$ cat src/rtl/dcsel_pkg.sv
package dcsel_pkg;
  localparam int OP_W = 3;

  typedef enum logic [OP_W-1:0] {
    OP_NOP     = 3'd0,
    OP_LD_PAGE = 3'd1,
    OP_LD_SEL  = 3'd2,
    OP_RD_PAGE = 3'd3,
    OP_RD_SEL  = 3'd4,
    OP_ADVANCE = 3'd5
  } op_e;

  typedef enum logic [2:0] {
    TGT_NONE  = 3'd0,
    TGT_PAGE  = 3'd1,
    TGT_SEL   = 3'd2,
    TGT_RPAGE = 3'd3,
    TGT_RSEL  = 3'd4
  } tgt_e;

  // Map an instruction code to the target that the next strobe acts on.
  function automatic tgt_e target_of(logic [OP_W-1:0] code);
    case (code)
      OP_LD_PAGE: return TGT_PAGE;
      OP_LD_SEL:  return TGT_SEL;
      OP_RD_PAGE: return TGT_RPAGE;
      OP_RD_SEL:  return TGT_RSEL;
      default:    return TGT_NONE;
    endcase
  endfunction
endpackage

$ cat src/rtl/dcsel_decode.sv
module dcsel_decode
  import dcsel_pkg::*;
(
  input  logic            clk,
  input  logic            rst_n,
  input  logic            soft_rst,
  input  logic            instr_vld,
  input  logic [OP_W-1:0] instr_code,
  input  logic            cmd_wr,
  input  logic            cmd_rd,
  output logic            pa_wr_req,
  output logic            ds_wr_req,
  output logic            rd_page_req,
  output logic            rd_sel_req,
  output logic            adv_req
);
  tgt_e pend_q;
  logic strobe_live;
  logic wr_live;
  logic rd_live;

  // A strobe counts only when neither a soft reset nor an instruction shares its cycle.
  assign strobe_live = !soft_rst && !instr_vld;
  assign wr_live     = strobe_live && cmd_wr;
  assign rd_live     = strobe_live && !cmd_wr && cmd_rd;

  assign pa_wr_req   = wr_live && (pend_q == TGT_PAGE);
  assign ds_wr_req   = wr_live && (pend_q == TGT_SEL);
  assign rd_page_req = rd_live && (pend_q == TGT_RPAGE);
  assign rd_sel_req  = rd_live && (pend_q == TGT_RSEL);
  assign adv_req     = !soft_rst && instr_vld && (instr_code == OP_ADVANCE);

  always_ff @(posedge clk or negedge rst_n) begin
    if (!rst_n) begin
      pend_q <= TGT_NONE;
    end else if (soft_rst) begin
      pend_q <= TGT_NONE;
    end else if (instr_vld) begin
      pend_q <= target_of(instr_code);
    end else if (cmd_wr || cmd_rd) begin
      pend_q <= TGT_NONE;
    end
  end
endmodule

$ cat src/rtl/dcsel_regs.sv
module dcsel_regs #(
  parameter int W = 16
) (
  input  logic         clk,
  input  logic         rst_n,
  input  logic         pa_wr_req,
  input  logic         ds_wr_req,
  input  logic         adv_req,
  input  logic         chain_in_en,
  input  logic [W-1:0] wdata,
  output logic [W-1:0] pa_q,
  output logic [W-1:0] ds_q,
  output logic         loaded_q,
  output logic         conf_q,
  output logic         pa_take,
  output logic         adv_take
);
  localparam logic [W-1:0] ILLEGAL_PAGE = '1;

  function automatic logic page_legal(logic [W-1:0] v);
    return v != ILLEGAL_PAGE;
  endfunction

  assign pa_take  = pa_wr_req && chain_in_en && !conf_q && page_legal(wdata);
  assign adv_take = adv_req && chain_in_en && loaded_q;

  always_ff @(posedge clk or negedge rst_n) begin
    if (!rst_n) begin
      pa_q     <= '0;
      loaded_q <= 1'b0;
    end else if (pa_take) begin
      pa_q     <= wdata;
      loaded_q <= 1'b1;
    end
  end

  always_ff @(posedge clk or negedge rst_n) begin
    if (!rst_n) begin
      ds_q <= '0;
    end else if (ds_wr_req) begin
      ds_q <= wdata;
    end
  end

  always_ff @(posedge clk or negedge rst_n) begin
    if (!rst_n) begin
      conf_q <= 1'b0;
    end else if (adv_take) begin
      conf_q <= 1'b1;
    end
  end
endmodule

$ cat src/rtl/dcsel_match.sv
module dcsel_match #(
  parameter int W = 16
) (
  input  logic [W-1:0] pa_q,
  input  logic [W-1:0] ds_q,
  input  logic         rd_page_req,
  input  logic         rd_sel_req,
  output logic         dev_sel,
  output logic         bcast,
  output logic         rd_en,
  output logic [W-1:0] rd_data
);
  localparam logic [W-1:0] ALL_DEVICES = '1;

  function automatic logic is_bcast(logic [W-1:0] ds);
    return ds == ALL_DEVICES;
  endfunction

  function automatic logic is_selected(logic [W-1:0] ds, logic [W-1:0] pa);
    return (ds == pa) || is_bcast(ds);
  endfunction

  assign bcast   = is_bcast(ds_q);
  assign dev_sel = is_selected(ds_q, pa_q);
  assign rd_en   = (rd_page_req || rd_sel_req) && dev_sel && !bcast;

  always_comb begin
    rd_data = '0;
    if (rd_en) rd_data = rd_page_req ? pa_q : ds_q;
  end
endmodule

$ cat src/rtl/dcsel_top.sv
module dcsel_top
  import dcsel_pkg::*;
#(
  parameter int W = 16
) (
  input  logic            clk,
  input  logic            rst_n,
  input  logic            soft_rst,
  input  logic            instr_vld,
  input  logic [OP_W-1:0] instr_code,
  input  logic            cmd_wr,
  input  logic            cmd_rd,
  input  logic [W-1:0]    cmd_data,
  input  logic            chain_in_en,
  output logic            dev_sel,
  output logic            rd_en,
  output logic [W-1:0]    rd_data,
  output logic            chain_out_en
);
  logic         pa_wr_req, ds_wr_req, rd_page_req, rd_sel_req, adv_req;
  logic [W-1:0] pa_q, ds_q;
  logic         loaded_q, conf_q, pa_take, adv_take, bcast;

  dcsel_decode u_decode (
    .clk(clk), .rst_n(rst_n), .soft_rst(soft_rst),
    .instr_vld(instr_vld), .instr_code(instr_code),
    .cmd_wr(cmd_wr), .cmd_rd(cmd_rd),
    .pa_wr_req(pa_wr_req), .ds_wr_req(ds_wr_req),
    .rd_page_req(rd_page_req), .rd_sel_req(rd_sel_req),
    .adv_req(adv_req)
  );

  dcsel_regs #(.W(W)) u_regs (
    .clk(clk), .rst_n(rst_n),
    .pa_wr_req(pa_wr_req), .ds_wr_req(ds_wr_req), .adv_req(adv_req),
    .chain_in_en(chain_in_en), .wdata(cmd_data),
    .pa_q(pa_q), .ds_q(ds_q), .loaded_q(loaded_q), .conf_q(conf_q),
    .pa_take(pa_take), .adv_take(adv_take)
  );

  dcsel_match #(.W(W)) u_match (
    .pa_q(pa_q), .ds_q(ds_q),
    .rd_page_req(rd_page_req), .rd_sel_req(rd_sel_req),
    .dev_sel(dev_sel), .bcast(bcast), .rd_en(rd_en), .rd_data(rd_data)
  );

  assign chain_out_en = conf_q;
endmodule

$ cat config.mk
export PLATFORM = sky130hd
export DESIGN_NAME = dcsel_top
export DESIGN_NICKNAME = d
export VERILOG_FILES = /design/src/rtl/dcsel_pkg.sv /design/src/rtl/dcsel_decode.sv /design/src/rtl/dcsel_regs.sv /design/src/rtl/dcsel_match.sv /design/src/rtl/dcsel_top.sv
export SDC_FILE = /design/constraint.sdc
export NUM_CORES = 1
export LEC_CHECK = 0
export BUFFER_PORTS_ARGS = -buffer_cell sky130_fd_sc_hd__buf_2
export CAP_MARGIN = 20
export CORE_MARGIN = 2
export CORE_UTILIZATION = 54
export DETAILED_ROUTE_END_ITERATION = 7
export PLACE_DENSITY_LB_ADDON = 0.1
export SLEW_MARGIN = 0
export SYNTH_ARGS = -nofsm -noshare
export SYNTH_HDL_FRONTEND = slang
export SYNTH_SLANG_ARGS = --single-unit
export TNS_END_PERCENT = 30
$ cat constraint.sdc
create_clock -name clk -period 2.2 [get_ports clk]
set_input_delay 0.11 -clock clk [delete_from_list [all_inputs] [get_ports clk]]
set_output_delay 0.11 -clock clk [all_outputs]
set_load 0.03 [all_outputs]
==> flow_summary.json, run 1 <==
{
  "outcome": "complete, no violations",
  "multi_input_area_um2": 1052,
  "core_um2": 3633,
  "critPathMaxFanout": 10,
  "cts_buffer_depth": 2,
  "start_util": 0.5582,
  "antenna_found_initial": 0,
  "n_fill_cell": 295,
  "critPathKind": "reg -> out",
  "whs_ns": 0.05776,
  "dieWidth_um": 65.29,
  "vias": 1514,
  "grt_pass1_wl_um": 7534,
  "crit_start": "u_regs.pa_q[3]",
  "crit_path_end": "rd_data[7]",
  "clkSlewWorstSetupHoldPaths_ns": 0.07,
  "r2r_cells": 5,
  "antennaDiodeCount": 0,
  "avgViaCountPerCell": 5.757,
  "syn_area_um2": 2028,
  "grt_max_degree": 38,
  "worst_pin_slew_ns": 0.8286,
  "final_cell_mix": "39 x buf_2, 37 x dfrtp_1, 31 x mux2_2",
  "cp.required_ns": 2.09,
  "rows": 22,
  "min_path_type": "in -> reg",
  "clock_skew_ns": 0.006364,
  "timing.setup.tns_ns": 0,
  "firstDrtPassIters": 4,
  "die_y_um": 65.29,
  "leakage_nw": 1.162,
  "clk_latency_ns": 0.28,
  "critPathArrivalTime_ns": 1.99,
  "r2r_start": "u_decode.pend_q[2]",
  "fin_ws_ns": 0.1012,
  "fin_nets": 241,
  "dpl-instance-area_um2": 2301,
  "area_growth_syn_to_layout_pct": 19.68,
  "power_mw": 1.572,
  "min_period_ns": 2.099,
  "drtAntennaViolNets": 0,
  "finalNonFillerCells": 263,
  "critPathLaunchType": "flip-flop",
  "post-route-period-util": 0.9540,
  "root_buffer": "clkbuf_8",
  "placed_cells": 255,
  "yosysSeqAreaShare": 0.4565,
  "syn_avg_cell_area_um2": 12.52,
  "regArea_um2": 925.9,
  "hpwl_um": 3346,
  "numClockSinks": 37,
  "post-route-util": 0.6680,
  "r2r_end": "u_regs.pa_q[8]",
  "r2r_setup_slack_ns": 0.47,
  "slew_violations": 0,
  "grt_pass1_vias": 1533,
  "dp_slack_ns": 0.3232,
  "wl_per_cell_um": 17.23,
  "overflow": 0,
  "synth_cell_types": 32,
  "drive_gt1_frac": 0.4791,
  "slew_headroom": 0.4476,
  "post_cts_buffers": 0,
  "rsz0062_at_grt": "yes",
  "drv_cap": 0,
  "timing.fmax_mhz": 476.5,
  "final_common_cell": "buf_2",
  "gp_congestion": 0.8367,
  "setup_viol": 0,
  "ys_seq_elements": 37,
  "initialDrtViolationCount": 58,
  "syn_inst": 162,
  "cts_buffers": 5,
  "routed_wl_um": 4531,
  "drc": 0,
  "power-per-cell-area_nw_per_um2": 647.7,
  "syn_nets": 188,
  "tritoncts": "yes",
  "ctsHtreeMaxLevel": 2,
  "pin_count": 45,
  "dieArea_um2": 4262,
  "finalInstanceArea_um2": 2427,
  "endpoint_kind": "output pin",
  "io_buffers": 44,
  "ir_drop_mv": 0.4322,
  "yosysWarnings": 0,
  "hold_viol": 0,
  "grt_usage": 0.2329
}
## kinds of logic (layout without fill, tap and decap cells)
family | Yosys count | after routing | synth area share
flops | 37 | 37 | 0.4565
simple gates | 49 | 49 | 0.1684
compound gates | 6 | 6 | 0.02159
buf+inv | 7 | 60 | 0.03332
xor+xnor | 16 | 16 | 0.06909
mux | 47 | 47 | 0.2511
## where the power goes
group / switching, mW / leakage (nW) / internal [mW] / total, mW
clock network: 0.227 / 0.0443 / 0.249 / 0.476
registers: 0.0790 / 0.499 / 0.751 / 0.830
logic: 0.129 / 0.619 / 0.138 / 0.266
## state kept, by name (all words and copies together), names as in the netlist
register and flops:
u_decode.pend_q 3, u_regs.loaded_q 1, u_regs.ds_q 16, u_regs.pa_q 16
u_regs.conf_q 1
## final cells by class
class,count,area share
multi-input combinational,118,0.4335
clock buffer,7,0.03557
sequential,37,0.3814
tap,48,0.02474
timing repair buffer,53,0.1247
## layer usage
layer  GRT usage  routed length (um)
met4     0.06250                  47
met5           0                   0
met1      0.3101                1989
met3     0.03938                 170
met2      0.3941                2323
## Yosys cell counts (all sizes together)
master	number	area, um2
dfrtp	37	925.9
mux2	31	349.1
mux2i	16	160.2
nor3	16	125.1
xor2	16	140.1
nand4	9	56.30
nor4	7	43.79
buf	5	60.06
nor2	3	13.77
a22o	2	17.52
clkbuf	2	7.510
nand2	2	7.510
a21oi	1	5.000
and2b	1	7.510
and3b	1	8.760
nand2b	1	6.260
nand3	1	5.000
nand3b	1	7.510
nor3b	1	7.510
nor4b	1	8.760
nor4bb	1	10.01
o21ai	1	5.000
o21bai	1	7.510
o22a	1	8.760
or2	1	6.260
or3	1	6.260
or4b	1	10.01
or4bb	1	11.26
## worst max-delay path: stages (launching register included)
cell	delay, ns
dfrtp_1	0.41
xor2_1	0.18
nor4_2	0.33
nand4_1	0.16
buf_4	0.22
nor3_2	0.19
buf_2	0.22
## worst min path at each step
stage	from	end	slack (ns)	cells after the start
after floorplan	rst_n	u_decode.pend_q[0]	-0.19	0
after global placement	rst_n	u_regs.ds_q[6]	0.24	1
after detailed placement	rst_n	u_regs.pa_q[6]	0.25	1
after CTS	instr_code[1]	u_decode.pend_q[1]	0.05	2
after global routing	instr_code[0]	u_decode.pend_q[2]	0.06	2
final	instr_code[1]	u_decode.pend_q[1]	0.06	2
## what timing repair did
| item | 4_1_cts | 5_1_grt |
|---|---|---|
| setup endpoints to repair | 0 | 16 |
| resized for setup | 0 | 11 |
| hold endpoints to repair | 37 | 0 |
| hold buffers | 1 | 0 |
Power figures use the tool's default switching activity.
==> run 2: changes to the inputs <==
--- a/config.mk
+++ b/config.mk
@@ -5,11 +5,11 @@
 export SDC_FILE = /design/constraint.sdc
 export NUM_CORES = 1
 export LEC_CHECK = 0
-export BUFFER_PORTS_ARGS = -buffer_cell sky130_fd_sc_hd__buf_2
 export CAP_MARGIN = 20
 export CORE_MARGIN = 2
-export CORE_UTILIZATION = 54
+export CORE_UTILIZATION = 62
 export DETAILED_ROUTE_END_ITERATION = 7
+export DONT_BUFFER_PORTS = 1
 export PLACE_DENSITY_LB_ADDON = 0.1
 export SLEW_MARGIN = 0
 export SYNTH_ARGS = -nofsm -noshare
==> run 2 against run 1 <==
Net effect: worst setup slack worse by 0.087 ns; wire length up 8.3%; non-clock buffer count down 2; sequential power up 0.8%; cell area up 6.4%; via count up 4.1%; fmax down 4.0%; clock power down 30%; first-iteration DRC count up 19%; power down 6.8%; critical endpoint is now rd_data[5]; largest cell class unchanged; largest power group unchanged.
==> flow_summary.json, run 2 (synthesis results as in run 1) <==
{
  "clock_skew_ns": 0.008142,
  "multi_input_area_um2": 1086,
  "leakage_nw": 1.173,
  "drv_cap": 0,
  "clk_latency_ns": 0.34,
  "timing.fmax_mhz": 457.5,
  "final_cell_mix": "37 x dfrtp_1, 31 x mux2_2, 24 x dlygate4sd3_1",
  "outcome": "complete, no violations",
  "avgViaCountPerCell": 6.109,
  "top_regs": "u_regs.ds_q (16), u_regs.pa_q (16), u_decode.pend_q (3)",
  "slowest_stage": "dfrtp_1",
  "rsz0062_at_grt": "yes",
  "slew_violations": 0,
  "io_buffers": 0,
  "power-per-cell-area_nw_per_um2": 567.5,
  "critPathLaunchType": "flip-flop",
  "drc": 0,
  "post-route-util": 0.8390,
  "cts_buffers": 5,
  "die_y_um": 61.20,
  "core_um2": 3078,
  "dp_slack_ns": 0.3786,
  "dpl-instance-area_um2": 2203,
  "power_mw": 1.466,
  "initialDrtViolationCount": 69,
  "cp.buffers_inverters": 2,
  "drtAntennaViolNets": 0,
  "placed_cells": 224,
  "grt_pass1_wl_um": 7907,
  "grt_usage": 0.2969,
  "wl_met1_um": 1896,
  "rows": 20,
  "fin_ws_ns": 0.01425,
  "finalNonFillerCells": 258,
  "ctsHtreeMaxLevel": 2,
  "critPathArrivalTime_ns": 2.08,
  "firstDrtPassIters": 4,
  "dr_wl_met2_um": 2574,
  "drive_gt1_frac": 0.3832,
  "critPathMaxFanout": 16,
  "grt_max_degree": 38,
  "cts_buffer_depth": 2,
  "cp.required_ns": 2.09,
  "hpwl_um": 3161,
  "dieArea_um2": 3745,
  "endpoint_kind": "output pin",
  "gp_congestion": 0.7927,
  "root_buffer": "clkbuf_4",
  "timing.setup.tns_ns": 0,
  "vias": 1576,
  "final_common_cell": "dfrtp_1",
  "grt_pass1_vias": 1661,
  "wl_per_cell_um": 19.02,
  "fin_nets": 239,
  "critPathKind": "reg -> out",
  "overflow": 0,
  "critPathMaxStageDelay_ns": 0.43,
  "top_layer": "met4",
  "start_util": 0.6589,
  "area_growth_syn_to_layout_pct": 27.33,
  "whs_ns": 0.02128,
  "antenna_found_initial": 0,
  "regArea_um2": 925.9,
  "tritoncts": "yes",
  "routed_wl_um": 4907,
  "worst_pin_slew_ns": 0.5099,
  "numClockSinks": 37,
  "antennaDiodeCount": 0,
  "n_fill_cell": 171,
  "setup_viol": 0,
  "post-route-period-util": 0.9935,
  "hold_viol": 0,
  "slew_headroom": 0.6553,
  "clkSlewWorstSetupHoldPaths_ns": 0.10,
  "ir_drop_mv": 0.6090,
  "path_delay_family": "simple AND/OR/NAND/NOR gates",
  "min_path_type": "in -> reg",
  "worstPathCellList": "and3b_1 > and2b_1 > buf_4 > mux2i_1 > nor3_4 > buf_6",
  "finalInstanceArea_um2": 2582,
  "dieWidth_um": 61.20,
  "pin_count": 45,
  "dr_wl_met3_um": 310,
  "min_period_ns": 2.186
}
-- run 2: cell types whose count changed in the layout (fill, tap and decap cells not counted), sizes merged --
cell         delta
buf            -24
dlygate4sd3    +23
-- run 2: power breakdown --
part           internal (mW)  switching (mW)
Clock                  0.127           0.206
Combinational          0.160           0.136
Sequential             0.750          0.0862
-- run 2: final timing paths --
path	startpoint	endpoint	slack [ns]	cells past startpoint
min	soft_rst	u_decode.pend_q[1]	0.02	2
min in group asynchronous	rst_n	u_decode.pend_q[2]	0.23	2
min reg2reg	u_regs.loaded_q	u_regs.loaded_q	0.53	1
max in group asynchronous	rst_n	u_regs.ds_q[3]	1.78	2
max	u_decode.pend_q[2]	rd_data[5]	0.01	6
max reg2reg	u_regs.conf_q	u_regs.pa_q[15]	0.31	5
-- run 2: what timing repair did --
action | 4_1_cts | 5_1_grt
resized for setup | 2 | 10
hold buffers | 23 | 2
setup endpoints to repair | 1 | 17
hold endpoints to repair | 73 | 1
pin swaps | 0 | 2
setup buffers | 0 | 1
-- run 2: routing by layer --
metal  vias up  global-route usage
met5         -                   0
li1        706                   -
met4         0             0.09006
met1       797              0.3584
met2        61              0.5198
met3        12             0.07773
-- run 2: area by class of cell --
cell class / count / share of cell area
Tap cell: 44 / 0.02132
Clock buffer: 8 / 0.01890
Timing Repair Buffer: 51 / 0.1807
Sequential cell: 37 / 0.3585
Multi-Input combinational cell: 118 / 0.4205
==> run 3: changes to the inputs <==
--- a/config.mk
+++ b/config.mk
@@ -6,8 +6,10 @@
 export NUM_CORES = 1
 export LEC_CHECK = 0
 export CAP_MARGIN = 20
+export CELL_PAD_IN_SITES_DETAIL_PLACEMENT = 1
+export CELL_PAD_IN_SITES_GLOBAL_PLACEMENT = 1
 export CORE_MARGIN = 2
-export CORE_UTILIZATION = 62
+export CORE_UTILIZATION = 50
 export DETAILED_ROUTE_END_ITERATION = 7
 export DONT_BUFFER_PORTS = 1
 export PLACE_DENSITY_LB_ADDON = 0.1
==> run 3 against run 2 <==
Net effect: die area increased by 22%; sequential share of layout area increased by 0.23 points; power increased by 9.2%; combinational power decreased by 5%; count of clock-buffer cells in the layout decreased by 1; via count decreased by 4.8%; first-iteration DRC count decreased by 13%; highest routed layer unchanged; cell area decreased by 0.63%; register-to-register slack improved by 0.10 ns; core utilization decreased by 19 points; hold slack improved by 0.018 ns.
==> flow_summary.json, run 3 (synthesis results as in run 1) <==
{
  "power-per-cell-area_nw_per_um2": 623.5,
  "hpwl_um": 3535,
  "grt_max_degree": 38,
  "fin_nets": 234,
  "hold_viol": 0,
  "tritoncts": "yes",
  "start_util": 0.5144,
  "crit_path_frequent_cell": "buf_4",
  "drtAntennaViolNets": 0,
  "power_mw": 1.600,
  "io_buffers": 0,
  "core_um2": 3943,
  "drive_gt1_frac": 0.3894,
  "endpoint_kind": "output pin",
  "dieWidth_um": 67.69,
  "root_buffer": "clkbuf_8",
  "leakage_nw": 1.160,
  "rows": 23,
  "routed_wl_um": 5433,
  "antennaDiodeCount": 0,
  "firstDrtPassIters": 4,
  "post-route-period-util": 0.9692,
  "pin_count": 45,
  "wl_per_cell_um": 21.06,
  "final_cell_mix": "37 x dfrtp_1, 31 x mux2_2, 25 x buf_4",
  "path_delay_family": "simple AND/OR/NAND/NOR gates",
  "vias": 1501,
  "grt_pass1_vias": 1696,
  "finalNonFillerCells": 258,
  "dieArea_um2": 4582,
  "slew_headroom": 0.6813,
  "setup_viol": 0,
  "clock_skew_ns": 0.003726,
  "grt_usage": 0.2687,
  "clkSlewWorstSetupHoldPaths_ns": 0.07,
  "outcome": "complete, no violations",
  "gp_congestion": 0.8025,
  "min_path_type": "in -> reg",
  "overflow": 0,
  "dpl-instance-area_um2": 2211,
  "whs_ns": 0.03903,
  "rsz0062_at_grt": "yes",
  "critPathMaxStageDelay_ns": 0.44,
  "final_common_cell": "dfrtp_1",
  "worst_pin_slew_ns": 0.4736,
  "antenna_found_initial": 0,
  "critPathMaxFanout": 8,
  "timing.fmax_mhz": 469.0,
  "initialDrtViolationCount": 60,
  "critPathKind": "reg -> out",
  "avgViaCountPerCell": 5.818,
  "grt_pass1_wl_um": 8666,
  "drv_cap": 0,
  "top_regs": "u_regs.ds_q (16), u_regs.pa_q (16), u_decode.pend_q (3)",
  "area_growth_syn_to_layout_pct": 26.53,
  "min_period_ns": 2.132,
  "critPathLaunchType": "flip-flop",
  "ir_drop_mv": 0.3914,
  "ctsHtreeMaxLevel": 2,
  "worstPathCellList": "xor2_1 > nor4_2 > nand4_1 > buf_4 > nor3_1 > buf_4",
  "placed_cells": 230,
  "cp.buffers_inverters": 2,
  "critPathArrivalTime_ns": 2.02,
  "drc": 0,
  "clk_latency_ns": 0.29,
  "die_y_um": 67.69,
  "numClockSinks": 37,
  "finalInstanceArea_um2": 2566,
  "slowest_stage": "dfrtp_1",
  "slew_violations": 0,
  "cp.required_ns": 2.09,
  "cts_buffers": 5,
  "cts_buffer_depth": 2
}
[run 3: changes by cell type in the layout (fill, tap and decap cells not counted), sizes merged]
cell | before | now
buf | 27 | 26
dlygate4sd3 | 24 | 20
clkbuf | 8 | 7
[run 3: worst paths after layout]
| path | from | endpoint | slack [ns] | cells after the start |
|---|---|---|---|---|
| max reg2reg | u_regs.conf_q | u_regs.pa_q[13] | 0.41 | 5 |
| max | u_regs.ds_q[14] | rd_data[1] | 0.07 | 6 |
| min in group asynchronous | rst_n | u_regs.ds_q[9] | 0.28 | 2 |
| min reg2reg | u_regs.loaded_q | u_regs.loaded_q | 0.48 | 1 |
| max in group asynchronous | rst_n | u_regs.pa_q[5] | 1.72 | 2 |
| min | cmd_rd | u_decode.pend_q[2] | 0.04 | 3 |
[run 3: repair_timing]
action | 4_1_cts | 5_1_grt
setup buffers | 0 | 0
endpoints found under the setup margin | 0 | 17
hold buffers | 21 | 0
endpoints found under the hold margin | 73 | 0
gates resized for setup | 0 | 8
[run 3: final cells by class]
class | instances | area [um2]
clock buffers | 7 | 86.33
fillers | 399 | 1376
multi-input cells | 118 | 1084
flip-flops and latches | 37 | 925.9
well taps | 50 | 62.56
repair buffers | 46 | 407.9
[run 3: worst min-delay path, delay by kind of cell]
| family | cells | cell delay [ns] |
|---|---|---|
| compound gates | 1 | 0.07 |
| simple gates | 2 | 0.10 |
[run 3: metal layers]
layer	global-route usage	wire, um	up-vias	part of all wire
li1	-	-	695	-
met1	0.3213	2313	756	0.43
met2	0.4706	2798	40	0.52
met3	0.04667	222	10	0.041
met4	0.1173	99	0	0.018
met5	0	0	-	0
[run 3: through the flow]
step | util | worst slack [ns] | TNS, ns
after floorplan | - | 0.1641 | 0
after global placement | 0.5608 | 0.4090 | 0
after detailed placement | 0.5608 | 0.3365 | 0
after CTS | 0.6385 | 0.002929 | 0
after global routing | 0.6509 | -0.08841 | -1.057
final | 0.6509 | 0.06768 | 0
[run 3: where the power goes]
group          switching (mW)  total [mW]  internal, mW  leakage, nW
Sequential             0.0866       0.838         0.751        0.499
Combinational           0.130       0.281         0.151        0.617
Clock                   0.233       0.481         0.249       0.0443
